## config.mk

```make
export PLATFORM = sky130hd
export DESIGN_NAME = ghash_index_gen
export DESIGN_NICKNAME = d
export VERILOG_FILES = /design/src/rtl/ghash_pkg.sv /design/src/rtl/ghash_va_stage.sv /design/src/rtl/ghash_mask_stage.sv /design/src/rtl/ghash_index_gen.sv
export SDC_FILE = /design/constraint.sdc
export NUM_CORES = 1
export LEC_CHECK = 0
export BUFFER_PORTS_ARGS = -buffer_cell sky130_fd_sc_hd__buf_2
export CAP_MARGIN = 10
export CORE_MARGIN = 1
export CORE_UTILIZATION = 50
export CTS_CLUSTER_SIZE = 40
export DETAILED_ROUTE_END_ITERATION = 12
export PLACE_DENSITY = 0.78
export SLEW_MARGIN = 10
export SYNTH_ARGS = -nofsm -noshare
export SYNTH_HDL_FRONTEND = slang
export SYNTH_HIERARCHICAL = 1
export SYNTH_SLANG_ARGS = --single-unit
```

## constraint.sdc

```tcl
create_clock -name clk -period 5.95 [get_ports clk]
set_input_delay 0.8925 -clock clk [delete_from_list [all_inputs] [get_ports clk]]
set_output_delay 0.8925 -clock clk [all_outputs]
set_load 0.05 [all_outputs]
```

## src/rtl/ghash_pkg.sv

```systemverilog
package ghash_pkg;
    typedef enum logic {
        SLOT_EMPTY = 1'b0,
        SLOT_FULL  = 1'b1
    } slot_state_e;
endpackage

```

## src/rtl/ghash_va_stage.sv

```systemverilog
module ghash_va_stage
    import ghash_pkg::*;
#(
    parameter int VA_W      = 64,
    parameter int VSID_W    = 36,
    parameter int SHIFT_W   = 5,
    parameter int SMALL_SEG = 28,
    parameter int LARGE_SEG = 40,
    parameter int MIN_SHIFT = 12,
    parameter int MAX_SHIFT = 24
) (
    input  logic               clk,
    input  logic               rst_n,
    input  logic               in_valid,
    output logic               in_ready,
    input  logic [VA_W-1:0]    ea,
    input  logic [VSID_W-1:0]  vsid,
    input  logic               seg_large,
    input  logic [SHIFT_W-1:0] page_shift,
    output logic               s1_valid,
    input  logic               s1_ready,
    output logic [VA_W-1:0]    s1_va,
    output logic [SHIFT_W-1:0] s1_shift,
    output logic               s1_clamped,
    output logic               s1_large
);
    localparam logic [VA_W-1:0]    SMALL_MASK = (VA_W'(1) << SMALL_SEG) - VA_W'(1);
    localparam logic [VA_W-1:0]    LARGE_MASK = (VA_W'(1) << LARGE_SEG) - VA_W'(1);
    localparam logic [SHIFT_W-1:0] LO_SHIFT   = SHIFT_W'(MIN_SHIFT);
    localparam logic [SHIFT_W-1:0] HI_SHIFT   = SHIFT_W'(MAX_SHIFT);

    slot_state_e        st_q, st_d;
    logic               take, give;
    logic [VA_W-1:0]    va_d;
    logic [SHIFT_W-1:0] shift_d;
    logic               clamp_d;

    assign s1_valid = (st_q == SLOT_FULL);
    assign in_ready = (st_q == SLOT_EMPTY) || s1_ready;
    assign take     = in_valid && in_ready;
    assign give     = s1_valid && s1_ready;

    // State register
    always_ff @(posedge clk) begin
        if (!rst_n) st_q <= SLOT_EMPTY;
        else        st_q <= st_d;
    end

    // Transitions: LOAD, REFILL, HOLD, DRAIN
    always_comb begin
        st_d = st_q;
        unique case (st_q)
            SLOT_EMPTY: if (take) st_d = SLOT_FULL;
            SLOT_FULL:  if (give && !take) st_d = SLOT_EMPTY;
            default:    st_d = SLOT_EMPTY;
        endcase
    end

    // Virtual address build and shift clamp
    always_comb begin
        if (seg_large)
            va_d = (VA_W'(vsid) << LARGE_SEG) | (ea & LARGE_MASK);
        else
            va_d = (VA_W'(vsid) << SMALL_SEG) | (ea & SMALL_MASK);
        clamp_d = 1'b0;
        shift_d = page_shift;
        if (page_shift < LO_SHIFT) begin
            shift_d = LO_SHIFT;
            clamp_d = 1'b1;
        end else if (page_shift > HI_SHIFT) begin
            shift_d = HI_SHIFT;
            clamp_d = 1'b1;
        end
    end

    // Slot contents
    always_ff @(posedge clk) begin
        if (!rst_n) begin
            s1_va      <= '0;
            s1_shift   <= LO_SHIFT;
            s1_clamped <= 1'b0;
            s1_large   <= 1'b0;
        end else if (take) begin
            s1_va      <= va_d;
            s1_shift   <= shift_d;
            s1_clamped <= clamp_d;
            s1_large   <= seg_large;
        end
    end

    AST_SHIFT_IN_RANGE: assert property (@(posedge clk) disable iff (!rst_n)
        s1_valid |-> (s1_shift >= LO_SHIFT && s1_shift <= HI_SHIFT));
    AST_S1_HOLD: assert property (@(posedge clk) disable iff (!rst_n)
        (s1_valid && !s1_ready) |=> (s1_valid && $stable(s1_va) && $stable(s1_shift)));
endmodule

```

## src/rtl/ghash_mask_stage.sv

```systemverilog
module ghash_mask_stage
    import ghash_pkg::*;
#(
    parameter int VA_W      = 64,
    parameter int SHIFT_W   = 5,
    parameter int HASH_W    = 39,
    parameter int SMALL_SEG = 28,
    parameter int LARGE_SEG = 40,
    parameter int FOLD      = 25
) (
    input  logic               clk,
    input  logic               rst_n,
    input  logic               s1_valid,
    output logic               s1_ready,
    input  logic [VA_W-1:0]    s1_va,
    input  logic [SHIFT_W-1:0] s1_shift,
    input  logic               s1_clamped,
    input  logic               s1_large,
    input  logic [HASH_W-1:0]  tbl_mask,
    output logic               out_valid,
    input  logic               out_ready,
    output logic [HASH_W-1:0]  pri_idx,
    output logic [HASH_W-1:0]  sec_idx,
    output logic               clamped
);
    localparam logic [VA_W-1:0] SMALL_MASK = (VA_W'(1) << SMALL_SEG) - VA_W'(1);
    localparam logic [VA_W-1:0] LARGE_MASK = (VA_W'(1) << LARGE_SEG) - VA_W'(1);

    slot_state_e       st_q, st_d;
    logic              take, give;
    logic [HASH_W-1:0] seg_part, off_part, hash_pri, hash_sec;

    assign out_valid = (st_q == SLOT_FULL);
    assign s1_ready  = (st_q == SLOT_EMPTY) || out_ready;
    assign take      = s1_valid && s1_ready;
    assign give      = out_valid && out_ready;

    always_ff @(posedge clk) begin
        if (!rst_n) st_q <= SLOT_EMPTY;
        else        st_q <= st_d;
    end

    always_comb begin
        st_d = st_q;
        unique case (st_q)
            SLOT_EMPTY: if (take) st_d = SLOT_FULL;
            SLOT_FULL:  if (give && !take) st_d = SLOT_EMPTY;
            default:    st_d = SLOT_EMPTY;
        endcase
    end

    // Segment-size dependent hash fold, truncated to HASH_W bits
    always_comb begin
        if (s1_large) begin
            seg_part = HASH_W'(s1_va >> LARGE_SEG);
            seg_part = seg_part ^ (seg_part << FOLD);
            off_part = HASH_W'((s1_va & LARGE_MASK) >> s1_shift);
        end else begin
            seg_part = HASH_W'(s1_va >> SMALL_SEG);
            off_part = HASH_W'((s1_va & SMALL_MASK) >> s1_shift);
        end
        hash_pri = seg_part ^ off_part;
        hash_sec = ~hash_pri;
    end

    always_ff @(posedge clk) begin
        if (!rst_n) begin
            pri_idx <= '0;
            sec_idx <= '0;
            clamped <= 1'b0;
        end else if (take) begin
            pri_idx <= hash_pri & tbl_mask;
            sec_idx <= hash_sec & tbl_mask;
            clamped <= s1_clamped;
        end
    end

    AST_OUT_HOLD: assert property (@(posedge clk) disable iff (!rst_n)
        (out_valid && !out_ready) |=> (out_valid && $stable(pri_idx) && $stable(sec_idx) && $stable(clamped)));
    AST_PAIR_DISJOINT: assert property (@(posedge clk) disable iff (!rst_n)
        out_valid |-> ((pri_idx & sec_idx) == '0));
endmodule

```

## src/rtl/ghash_index_gen.sv

```systemverilog
module ghash_index_gen #(
    parameter int VA_W      = 64,
    parameter int VSID_W    = 36,
    parameter int SHIFT_W   = 5,
    parameter int HASH_W    = 39,
    parameter int SMALL_SEG = 28,
    parameter int LARGE_SEG = 40,
    parameter int FOLD      = 25,
    parameter int MIN_SHIFT = 12,
    parameter int MAX_SHIFT = 24,
    parameter int GROUP_LOG2 = 7,
    localparam int OFF_W    = HASH_W + GROUP_LOG2
) (
    input  logic               clk,
    input  logic               rst_n,
    input  logic               in_valid,
    output logic               in_ready,
    input  logic [VA_W-1:0]    ea,
    input  logic [VSID_W-1:0]  vsid,
    input  logic               seg_large,
    input  logic [SHIFT_W-1:0] page_shift,
    input  logic [HASH_W-1:0]  tbl_mask,
    output logic               out_valid,
    input  logic               out_ready,
    output logic [HASH_W-1:0]  out_pri_idx,
    output logic [HASH_W-1:0]  out_sec_idx,
    output logic [OFF_W-1:0]   out_pri_off,
    output logic [OFF_W-1:0]   out_sec_off,
    output logic               out_clamped
);
    logic               s1_valid, s1_ready, s1_clamped, s1_large;
    logic [VA_W-1:0]    s1_va;
    logic [SHIFT_W-1:0] s1_shift;

    ghash_va_stage #(
        .VA_W(VA_W), .VSID_W(VSID_W), .SHIFT_W(SHIFT_W),
        .SMALL_SEG(SMALL_SEG), .LARGE_SEG(LARGE_SEG),
        .MIN_SHIFT(MIN_SHIFT), .MAX_SHIFT(MAX_SHIFT)
    ) u_va (
        .clk(clk), .rst_n(rst_n),
        .in_valid(in_valid), .in_ready(in_ready),
        .ea(ea), .vsid(vsid), .seg_large(seg_large), .page_shift(page_shift),
        .s1_valid(s1_valid), .s1_ready(s1_ready),
        .s1_va(s1_va), .s1_shift(s1_shift),
        .s1_clamped(s1_clamped), .s1_large(s1_large)
    );

    ghash_mask_stage #(
        .VA_W(VA_W), .SHIFT_W(SHIFT_W), .HASH_W(HASH_W),
        .SMALL_SEG(SMALL_SEG), .LARGE_SEG(LARGE_SEG), .FOLD(FOLD)
    ) u_mask (
        .clk(clk), .rst_n(rst_n),
        .s1_valid(s1_valid), .s1_ready(s1_ready),
        .s1_va(s1_va), .s1_shift(s1_shift),
        .s1_clamped(s1_clamped), .s1_large(s1_large),
        .tbl_mask(tbl_mask),
        .out_valid(out_valid), .out_ready(out_ready),
        .pri_idx(out_pri_idx), .sec_idx(out_sec_idx),
        .clamped(out_clamped)
    );

    assign out_pri_off = {out_pri_idx, {GROUP_LOG2{1'b0}}};
    assign out_sec_off = {out_sec_idx, {GROUP_LOG2{1'b0}}};

    AST_READY_WHEN_IDLE: assert property (@(posedge clk) disable iff (!rst_n)
        !out_valid |-> in_ready);
    AST_STALL_BLOCKS: assert property (@(posedge clk) disable iff (!rst_n)
        (out_valid && !out_ready && s1_valid) |-> !in_ready);
endmodule

```

-- Word level (Yosys, flattened, before mapping)
Cells that the tools add are included.
- logic and storage cells: 44
- register bits: 152
- output and inout bits: 173
- $lt $le $gt $ge: 2
- shift operators: 2
- muxes and demuxes: 13
- bitwise operators: 9
- reduce and logical (&&, ||, !) cells: 9
- operators by type and width (kind ; count):
    $and 39x39->39 ; 2
    $mux 39 ; 2
    $mux 64 ; 1
    $or 64x28->64 ; 1
    $or 64x40->64 ; 1
    $shr 40x5->39 ; 1
    $not 39->39 ; 1
    $shr 28x5->39 ; 1
    $xor 24x39->39 ; 1
    $xor 39x39->39 ; 1
    $mux 5 ; 2
    $mux 1 ; 6
    $gt 5x5->1 const B ; 1
    $logic_and 1x1->1 ; 5
    $lt 5x4->1 const B ; 1
    $pmux 1 s2 ; 2
    $logic_not 1->1 ; 2
    $logic_or 1x1->1 ; 2
    $not 1->1 ; 2

-- Longest topological paths before layout
Gate-level depths: netlist of the first run.
- word-level depth: 8
- depth in mapped cells: 10

-- Modules after synthesis
The synthesis of the first run kept the hierarchy.
- by module, submodules not included (module ; area an instance (µm²) ; seq. area each (µm²) ; times used ; cells each):
    ghash_mask_stage ; 6657.6 ; 1601.5 ; 1 ; 786
    ghash_va_stage ; 3189.3 ; 1441.4 ; 1 ; 332
    ghash_index_gen ; 694.4 ; 0.0 ; 1 ; 93

-- Worst setup path after synthesis of the first run
OpenSTA, ideal clock, no wires.
- kind: input to output
- start point: input port out_ready
- end point: output port in_ready
- required time: 5.058 ns
- data arrival time: 1.589 ns
- setup slack: 3.469 ns
- cell stages on the path: 5
- cells stage by stage: nand2b_1 -> nor2b_4 -> buf_6 -> inv_4 -> buf_4
- word-level cells in the longest chain between the ends: 2
- RTL lines (item ; RTL line ; source):
    start, declared ; ghash_index_gen.sv:24 ; input logic out_ready,
    $logic_or 1x1->1 ; ghash_mask_stage.sv:34 ; assign s1_ready = (st_q == SLOT_EMPTY) || out_ready;
    $logic_or 1x1->1 ; ghash_va_stage.sv:39 ; assign in_ready = (st_q == SLOT_EMPTY) || s1_ready;
    end, declared ; ghash_index_gen.sv:17 ; output logic in_ready,
No other way between the ends.

-- Worst setup path after layout of the first run
- start point: register u_va.s1_shift[1]
- end point: register u_mask.pri_idx[7]
- word-level cells in the longest chain between the ends: 4
- elaborated cells on any way between the ends: 5
- those cells by class: shift (2); mux (1); bitwise (2)
- RTL lines (item ; RTL line ; source):
    start, declared ; ghash_va_stage.sv:23 ; output logic [SHIFT_W-1:0] s1_shift,
    start signal, assigned ; ghash_va_stage.sv:85 ; s1_shift <= shift_d;
    $shr 28x5->39 / $shr 40x5->39 (equally long branches) ; ghash_mask_stage.sv:60, ghash_mask_stage.sv:57 ;
    $mux 39 * ; ghash_mask_stage.sv:54 ; if (s1_large) begin
    $xor 39x39->39 * ; ghash_mask_stage.sv:62 ; hash_pri = seg_part ^ off_part;
    $and 39x39->39 * ; ghash_mask_stage.sv:72 ; pri_idx <= hash_pri & tbl_mask;
    end signal, assigned ; ghash_mask_stage.sv:72 ;
    end, declared ; ghash_mask_stage.sv:22 ; output logic [HASH_W-1:0] pri_idx,
Every way passes the cells marked *; elsewhere a longest branch is shown, timed or not.
A chain may end at the register's enable or synchronous reset.

==> results.txt, run 1 <==
* Via-to-Cell Ratio: around 6
* Required time of the worst setup path: about 6.3 ns
- STA classifies the critical path endpoint as a register.
* Final ANT Viol Nets: 0
* Number of filler cells placed in the layout: 1854
* Share of flip-flops with an asynchronous set or reset after synthesis: 0%
- At the end of routability-driven placement, the weighted congestion stood at ~0.97.
- Number of clock sinks: approximately 150
* Distinct cell type count after synthesis: 76
* Non-Filler Cell Area, Final: around 0.012 mm²
* Total wirelength of the detailed-routed design: 33.2 mm
* Placed standard-cell area: between 0.01 and 0.015 mm²
- After detailed routing, the number of remaining DRC violations is 0.
* Result of the run: finished clean
* Total CTS buffers: 17
- At the pin with the least slew margin, the transition time is around 1.1 ns.
* Number of global-route vias before repair: 8842
- Area share of the leading cell type in the synthesized netlist: 28.9%
* RSZ-0062 raised after global routing: no
* Delay of the slowest critical-path stage: about 0.84 ns
* Count of H-tree levels built during CTS: 4
- Post-DR wirelength/cell: roughly 20 µm
* Area of the multi-input gates: 0.00624 mm²
- Number of buffers inserted by hold repair at cts: 0
- In this run the number of cells on the critical path is 8.
- Largest vdd supply drop: approximately 0.18 mV
- Insertion delay to the later sink of the worst-skew pair: between 0.4 and 0.5 ns
* Leakage: 5.03 nW
* Layout cells sized above 1: between 30% and 40%
* Arrival time of the worst setup path: around 3.8 ns
- The signal on the critical path passes through buf_4 > mux4_1 > a22o_1 > a32oi_1 > o221ai_1 > xnor2_1 > nand3_1 > a21boi_0.
* Detail Placement HPWL: between 20 and 25 mm
- TritonCTS built the clock tree.
- In this design, the largest share of critical-path delay is due to compound AO/OA/AOI/OAI gates.
- Mean Syn Cell Area: a little under 9 µm²
- The worst path needs about 3.5 ns of the cycle, external delays included.
- Initial core utilization: approximately half
* Crit path launch type: register
- Derived from the worst setup path, the maximum achievable clock frequency is about 0.29 GHz.
- Crit path max fanout: 36
* Initial antenna violation count: 3
- Max-cap violations in this run came to 0.
- Worst relative slew slack: between 20 and 30%
- The synthesized design contains 0 enable-type register cells.
- The first global-routing pass estimated about 50 mm of wire.
- The total overflow left after global routing is 0.
- Area of the core: 0.0204 mm²
- Reg area: just over 0.003 mm²
- In this run, synthesis produced a sequential element count of roughly 150.
- Cells fill 57.6% of the core in the end.
- Global routing consumed, over all layers together, about 30% of the routing resources.
* Fraction of the cycle the final worst path needs: around three fifths
- Max-slew violation total from the final report: 0
* Area leader, netlist: sky130_fd_sc_hd__dfxtp_1
- Sequential-to-total area share from yosys stat: just under 30%
* # rows: 52
- Post-Synthesis Cell Area: about 0.011 mm²
* Router iterations before antenna repair: 5
* Classification of the worst setup path: register to register
* I/O pin count: 322
* Clock Root Buffer: sky130_fd_sc_hd__clkbuf_16
- Count of nets after finishing: roughly 1500
- Number of DRC violations after detailed-routing iteration 0: slightly above 900
* Post-cts sizing count: 0
* Via count: about 9800
* Largest buffer count on any clock path: 2
- Among all flip-flop cells after synthesis, the most frequent one is sky130_fd_sc_hd__dfxtp_1.
- Cell depth of the worst hold path: 2
* Most area-consuming cells after synthesis: sky130_fd_sc_hd__dfxtp_1, sky130_fd_sc_hd__mux2i_1, sky130_fd_sc_hd__buf_4
* Horiz. Die Dim: ~150 µm
* Cells after DPL: roughly 1600
- Buffer count from post-CTS setup fixing: 0
- The finished layout holds 1627 standard cells, fillers aside.
- Ranking of synthesized cells by instance count: sky130_fd_sc_hd__dfxtp_1, sky130_fd_sc_hd__mux2i_1, sky130_fd_sc_hd__nand2_1
* Finish-stage setup viols: 0
- Mapped Cells: approximately 1200
- The worst register-to-register path has a depth of 8.
- Dividing total power by cell area gives a power density of 252 mW/mm².
- Hold violation count in the final report: 0
- Across the routed clock network, the largest skew measured is ~0.016 ns.
* Worst Slack Setup Final: roughly 2.5 ns
* Worst min-delay path class: register to register
- The number of buffers and inverters on the critical path is 1.
* Die Y: 147 µm
* Area growth from synthesis to layout: 11.7%
- Among all cell types in the netlist, the one instantiated most often is sky130_fd_sc_hd__dfxtp_1.
- Yosys printed 6 warnings.
- Worst slack after detailed placement: around 2.6 ns
* Maximum number of pins on one net before global-route repair: between 70 and 80
* Die Area: between 0.02 and 0.025 mm²
* Register clock-pin slew on the reported worst setup and hold paths: 0.07 ns
* PortBufs: 283
- Setup tns final: 0 ns
- Standard cell with the maximum stage delay on the critical path: sky130_fd_sc_hd__dfxtp_2
per-stage QoR:
step	hold slack, ns	total power [mW]
2_1_floorplan	0.430	1.73
3_3_place_gp	0.454	1.89
3_5_place_dp	0.457	1.90
4_1_cts	0.465	2.98
5_1_grt	0.476	3.08
6_report	0.460	2.97
logic make-up (layout without fill, tap and decap cells):
| family | count (synthesis) | in the layout | synth area share [%] |
|---|---|---|---|
| other | 1 | 17 | 0.0356 |
| and+or+nand+nor | 325 | 325 | 15.4 |
| buffers and inverters | 209 | 339 | 12.5 |
| muxes | 176 | 176 | 19.9 |
| AOI/OAI and AO/OA | 322 | 322 | 21.2 |
| xor gates and xnor gates | 26 | 26 | 2.16 |
| DFF | 152 | 152 | 28.9 |
sequential cells by signal, summed over array words and instances (netlist names):
register / count
u_mask/clamped: 1
u_mask/out_valid: 1
u_mask/pri_idx: 39
u_mask/sec_idx: 39
u_va/s1_clamped: 1
u_va/s1_large: 1
u_va/s1_shift: 5
u_va/s1_va: 64
u_va/s1_valid: 1
worst paths after layout:
| path | from | end | slack (ns) |
|---|---|---|---|
| worst max-delay path | u_va/s1_shift[1]$_SDFFE_PN0P_ | u_mask/pri_idx[7]$_SDFFE_PN0P_ | 2.50 |
| worst min-delay path | u_mask/clamped$_SDFFE_PN0P_ | u_mask/clamped$_SDFFE_PN0P_ | 0.46 |
| worst max register to register | u_va/s1_shift[1]$_SDFFE_PN0P_ | u_mask/pri_idx[7]$_SDFFE_PN0P_ | 2.50 |
| worst min register to register | u_mask/clamped$_SDFFE_PN0P_ | u_mask/clamped$_SDFFE_PN0P_ | 0.46 |
layout by cell type, fill, tap and decap left out, drive strengths merged, types with 10 or more instances in the layout:
cell	n
a211oi	42
a21boi	22
a21oi	77
a31o	25
and2	25
buf	296
clkbuf	19
conb	14
dfxtp	152
inv	17
mux2	23
mux2i	131
mux4	22
nand2	110
nand2b	10
nand3	78
nand4	16
nor2	30
nor3	11
o21ai	71
o221ai	12
o22ai	10
xnor2	11
xor2	15
metal layers:
metal  up-vias  global-route usage (%)  share of wire (%)
met3        53                    4.81                7.2
met2       465                    48.5                 47
li1       4620                       -                  -
met5         -                       0                  0
met1      4668                    40.7                 43
met4         0                    12.0                2.7
power by group:
| part | switching (mW) | internal (mW) | leakage, nW |
|---|---|---|---|
| Combinational | 0.502 | 0.241 | 3.50 |
| Sequential | 0.0767 | 1.07 | 1.25 |
| Clock | 0.476 | 0.601 | 0.281 |
cell type report:
type,count,area share (%)
inverter,11,0.393
clock buffer,19,3.76
timing repair buffer,296,12.9
tap,270,2.87
multi-input combinational,863,53.0
sequential,152,25.9
clock inverter,13,1.16
antenna,3,0.0638
worst min-delay path: stages (launching register included):
cell	delay, ns
sky130_fd_sc_hd__dfxtp_1	0.31
sky130_fd_sc_hd__nand2_1	0.04
sky130_fd_sc_hd__a21boi_0	0.06
Note: power is estimated with default switching activity, not from simulation.
==> inputs of run 2 (changes only) <==
--- a/config.mk
+++ b/config.mk
@@ -5,13 +5,14 @@
 export SDC_FILE = /design/constraint.sdc
 export NUM_CORES = 1
 export LEC_CHECK = 0
+export ABC_AREA = 1
 export BUFFER_PORTS_ARGS = -buffer_cell sky130_fd_sc_hd__buf_2
 export CAP_MARGIN = 10
 export CORE_MARGIN = 1
-export CORE_UTILIZATION = 50
+export CORE_UTILIZATION = 47
 export CTS_CLUSTER_SIZE = 40
 export DETAILED_ROUTE_END_ITERATION = 12
-export PLACE_DENSITY = 0.78
+export PLACE_DENSITY = 0.77
 export SLEW_MARGIN = 10
 export SYNTH_ARGS = -nofsm -noshare
 export SYNTH_HDL_FRONTEND = slang
==> constraint.sdc (replaced) <==
create_clock -name clk -period 3.05 [get_ports clk]
set_input_delay 0.4575 -clock clk [delete_from_list [all_inputs] [get_ports clk]]
set_output_delay 0.4575 -clock clk [all_outputs]
set_load 0.05 [all_outputs]
==> run 2 against run 1 <==
  * Non-clock buffer count grew 7
  * Synthesized area shrank 1.9%
  * Maximum frequency grew 42%
  * Critical endpoint is now u_mask/sec_idx[16]$_SDFFE_PN0P_
  * Critical path type unchanged
  * Largest power group unchanged
==> results.txt, run 2 <==
- Result of the run: finished clean (unchanged)
- Finish-stage setup viols: 0 (unchanged)
* Leakage: 6.09 nW (was 5.03 nW)
- Final worst path period need: 2.44 ns (was 3.45 ns)
- Count of maximum capacitance violations: 0 (unchanged)
* Number of buffers inserted by hold repair at cts: 0 (unchanged)
- The share of synthesized flip-flops with an asynchronous set or reset was 0% (unchanged).
- Number of clock sinks: 152 (unchanged)
- The number of global-route vias before repair came to 9437 (was 8842).
- Mapped Cells: 1704 (was 1211)
- The register with the highest flop count is u_va/s1_va (unchanged).
- Worst min-delay path class: input port to register (was register to register)
- Setup crit end kind: register (unchanged)
- The final cycle utilization of the critical path is 80.0% (was 58.0%).
- Post-cts sizing count: 0 (unchanged)
- RSZ-0062 raised after global routing: no (unchanged)
* Insertion delay to the later sink of the worst-skew pair: 0.43 ns (was 0.44 ns)
* Post-DR wirelength/cell: 16.7 µm (was 20.4 µm)
* Leading cell types in the layout, fill and taps excluded: sky130_fd_sc_hd__nand2_1, sky130_fd_sc_hd__nand3_1, sky130_fd_sc_hd__buf_2, sky130_fd_sc_hd__dfxtp_1, sky130_fd_sc_hd__a21oi_1 (was sky130_fd_sc_hd__buf_2, sky130_fd_sc_hd__dfxtp_1, sky130_fd_sc_hd__mux2i_1, sky130_fd_sc_hd__nand2_1, sky130_fd_sc_hd__nand3_1)
- Ys flop type: sky130_fd_sc_hd__dfxtp_1 (unchanged)
- The global-route usage over all layers is 31.2% (was 30.3%).
- Maximum clock frequency: 0.410 GHz (was 0.290 GHz)
- The total count of max-transition violations in the final report is 0 (unchanged).
- Worst relative slew slack: 37.3% (was 25.4%)
- Crit path max fanout: 16 (was 36)
* Count of nets after finishing: 1992 (was 1490)
* Delay of the slowest critical-path stage: 0.68 ns (was 0.84 ns)
- The arrival time of the worst setup path came to 2.81 ns (was 3.80 ns).
- Number of flip-flops and latches in the synthesized netlist: 152 (unchanged)
* DR DRC count: 0 (unchanged)
- Router iterations before antenna repair: 6 (was 5)
- The worst clock skew was 0.0184 ns (was 0.0156 ns).
* Crit path launch type: register (unchanged)
- Total buffers and inverters traversed by the critical path: 2 (was 1)
- The clock tree buffer depth is 2 (unchanged).
- The setup total negative slack is 0 ns (unchanged).
- Most common cell after layout, fill and taps aside: sky130_fd_sc_hd__nand2_1 (was sky130_fd_sc_hd__buf_2)
- Total wirelength of the detailed-routed design: 35.7 mm (was 33.2 mm)
- The total overflow reported by the global router came to 0 (unchanged).
- In this design, the critical path's most frequently occurring cell is sky130_fd_sc_hd__nand2_1.
- The area of the die came to 0.0226 mm² (was 0.0217 mm²).
- The transition at the pin with the smallest max-transition slack is 0.940 ns (was 1.12 ns).
* Die Y: 150 µm (was 147 µm)
- Mean Syn Cell Area: 6.07 µm² (was 8.70 µm²)
- The count of routing violations after the opening detailed-route iteration came to 1096 (was 934).
- Required time of the worst setup path: 3.42 ns (was 6.30 ns)
- Area growth from synthesis to layout: 12.7% (was 11.7%)
* Placer's final routability congestion estimate: 1.03 (was 0.968)
* Worst hold slack across all endpoints: 0.279 ns (was 0.460 ns)
- Most area-consuming cells after synthesis: sky130_fd_sc_hd__dfxtp_1, sky130_fd_sc_hd__nand2_1, sky130_fd_sc_hd__nand3_1 (was sky130_fd_sc_hd__dfxtp_1, sky130_fd_sc_hd__mux2i_1, sky130_fd_sc_hd__buf_4).
- The fraction of final layout cells with drive strength greater than 1 is 19.9% (was 31.5%).
* Most frequent cell after synthesis: sky130_fd_sc_hd__nand2_1 (was sky130_fd_sc_hd__dfxtp_1)
* Worst slack after detailed placement: 0.665 ns (was 2.61 ns)
- Post-Synthesis Cell Area: 0.0103 mm² (was 0.0105 mm²)
- Initial antenna violation count: 0 (was 3)
- The clock-pin slew of the registers on the worst-case setup and hold paths came to 0.07 ns (about the same).
* Power density over the cells: 523 mW/mm² (was 252 mW/mm²)
- The area of the core was 0.0213 mm² (was 0.0204 mm²).
- The count of antenna-violating nets left after detailed routing came to 0 (unchanged).
- Detail Placement HPWL: 27.5 mm (was 24.7 mm)
- The number of diodes added for antenna fixing came to 0 (was 3).
- The count of flip-flops with a built-in enable after synthesis is 0 (unchanged).
- Largest registers: u_va/s1_va: 64 flops, u_mask/pri_idx: 39 flops, u_mask/sec_idx: 39 flops (unchanged).
- Cell depth of the worst setup path: 12 (was 8)
* Sequential-to-total area share from yosys stat: 29.4% (was 28.9%)
- The unique cell type count in the Yosys netlist is 33 (was 76).
- The total I/O pin count is 322 (unchanged).
* Horiz. Die Dim: 150 µm (was 147 µm)
- The maximum number of pins on one net before global-route repair is 110 (was 73).
- The clock tree root buffer cell is sky130_fd_sc_hd__clkbuf_16 (unchanged).
- Kind of cell adding the most delay to the critical path: simple AND/OR/NAND/NOR gates (was compound AO/OA/AOI/OAI gates)
- Ranking of synthesized cells by instance count: sky130_fd_sc_hd__nand2_1, sky130_fd_sc_hd__nand3_1, sky130_fd_sc_hd__dfxtp_1 (was sky130_fd_sc_hd__dfxtp_1, sky130_fd_sc_hd__mux2i_1, sky130_fd_sc_hd__nand2_1).
- Largest vdd supply drop: 0.298 mV (was 0.182 mV)
* Sequence of cells on the critical path: buf_4 > buf_4 > nand3_1 > nand3_1 > nand3_1 > nand2_1 > nand2_1 > nand2_1 > nand3_1 > nand2_1 > nand2_1 > a21oi_1 (was buf_4 > mux4_1 > a22o_1 > a32oi_1 > o221ai_1 > xnor2_1 > nand3_1 > a21boi_0)
- Syn. warnings: 6 (unchanged)
- The global-route wire length before repair was 52.7 mm (was 50.3 mm).
* Number of filler cells placed in the layout: 2219 (was 1854)
* Worst Slack Setup Final: 0.611 ns (was 2.50 ns)
- Hold violation count in the final report: 0 (unchanged)
* Count of H-tree levels built during CTS: 4 (unchanged)
- TritonCTS clock tree: yes (unchanged)
- The CTS buffer count is 17 (unchanged).
- The core occupancy in the finished layout was 54.7% (was 57.6%).
- # rows: 53 (was 52)
* PortBufs: 283 (unchanged)
- Via-to-Cell Ratio: 5.30 (was 6.03)
- Largest register FFs: 64 (unchanged)
- Buffer count from post-CTS setup fixing: 0 (unchanged)
- Standard cell with the maximum stage delay on the critical path: sky130_fd_sc_hd__dfxtp_1 (was sky130_fd_sc_hd__dfxtp_2)
- Initial core utilization: 48.6% (was 51.6%)
- The critical setup path kind is register to register (unchanged).
- The cell type with the highest aggregate area in the netlist was sky130_fd_sc_hd__dfxtp_1 (unchanged).
- Reg2Reg Depth: 12 (was 8)
- Area share of the leading cell type in the synthesized netlist: 29.4% (was 28.9%)
- Via count: 11300 (was 9806)
- Cell depth of the worst hold path: 3 (was 2)
## run 2: cells by family after synthesis
kind of cell / Yosys count / synth area share (%)
AND/OR/NAND/NOR: 989 / 41.8
buffers and inverters: 329 / 17.3
AO/OA/AOI/OAI: 231 / 11.2
flip-flops: 152 / 29.4
XOR/XNOR: 2 / 0.170
other: 1 / 0.0363
## run 2: final cells by class
class / instances / area (µm²) / area share, %
Inverter: 133 / 512 / 4.39
Clock buffer: 18 / 439 / 3.77
Multi-Input combinational cell: 1236 / 5560 / 47.7
Timing Repair Buffer: 303 / 1590 / 13.7
Sequential cell: 152 / 3040 / 26.1
Tap cell: 275 / 344 / 2.95
Clock inverter: 13 / 160 / 1.37
## run 2: tightest hold or removal path, stage by stage
cell                      delay [ns]
sky130_fd_sc_hd__buf_2          0.07
sky130_fd_sc_hd__o21ai_0        0.07
sky130_fd_sc_hd__nor2_1         0.08
## run 2: metal layers
| metal | up-vias | routed length, µm | track usage (%) |
|---|---|---|---|
| li1 | 5685 | - | - |
| met1 | 5029 | 15900 | 43.0 |
| met2 | 531 | 16000 | 48.8 |
| met3 | 49 | 2710 | 4.88 |
| met4 | 0 | 1010 | 11.5 |
| met5 | - | 0 | 0 |
## run 2: power by group
part | total [mW] | switching [mW] | leakage (nW) | internal, mW
Combinational | 1.73 | 1.27 | 4.56 | 0.466
Sequential | 2.20 | 0.102 | 1.24 | 2.09
Clock | 2.16 | 0.913 | 0.286 | 1.25
## run 2: through the flow
step / cells / power (mW) / instance area, µm²
floorplan: 1717 / 3.54 / 10400
global placement: 2099 / 3.93 / 11100
detailed placement: 2099 / 3.95 / 11100
CTS: 2130 / 6.11 / 11700
global route: 2130 / 6.38 / 11700
finish: 2130 / 6.09 / 11700
## run 2: path summary, 6_finish.rpt
check,startpoint,end,slack (ns)
worst min register to register,u_mask/pri_idx[28]$_SDFFE_PN0P_,u_mask/pri_idx[28]$_SDFFE_PN0P_,0.47
worst max-delay path,u_va/s1_large$_SDFFE_PN0P_,u_mask/sec_idx[16]$_SDFFE_PN0P_,0.61
worst min-delay path,ea[25],u_va/s1_va[25]$_SDFFE_PN0P_,0.28
worst max register to register,u_va/s1_large$_SDFFE_PN0P_,u_mask/sec_idx[16]$_SDFFE_PN0P_,0.61
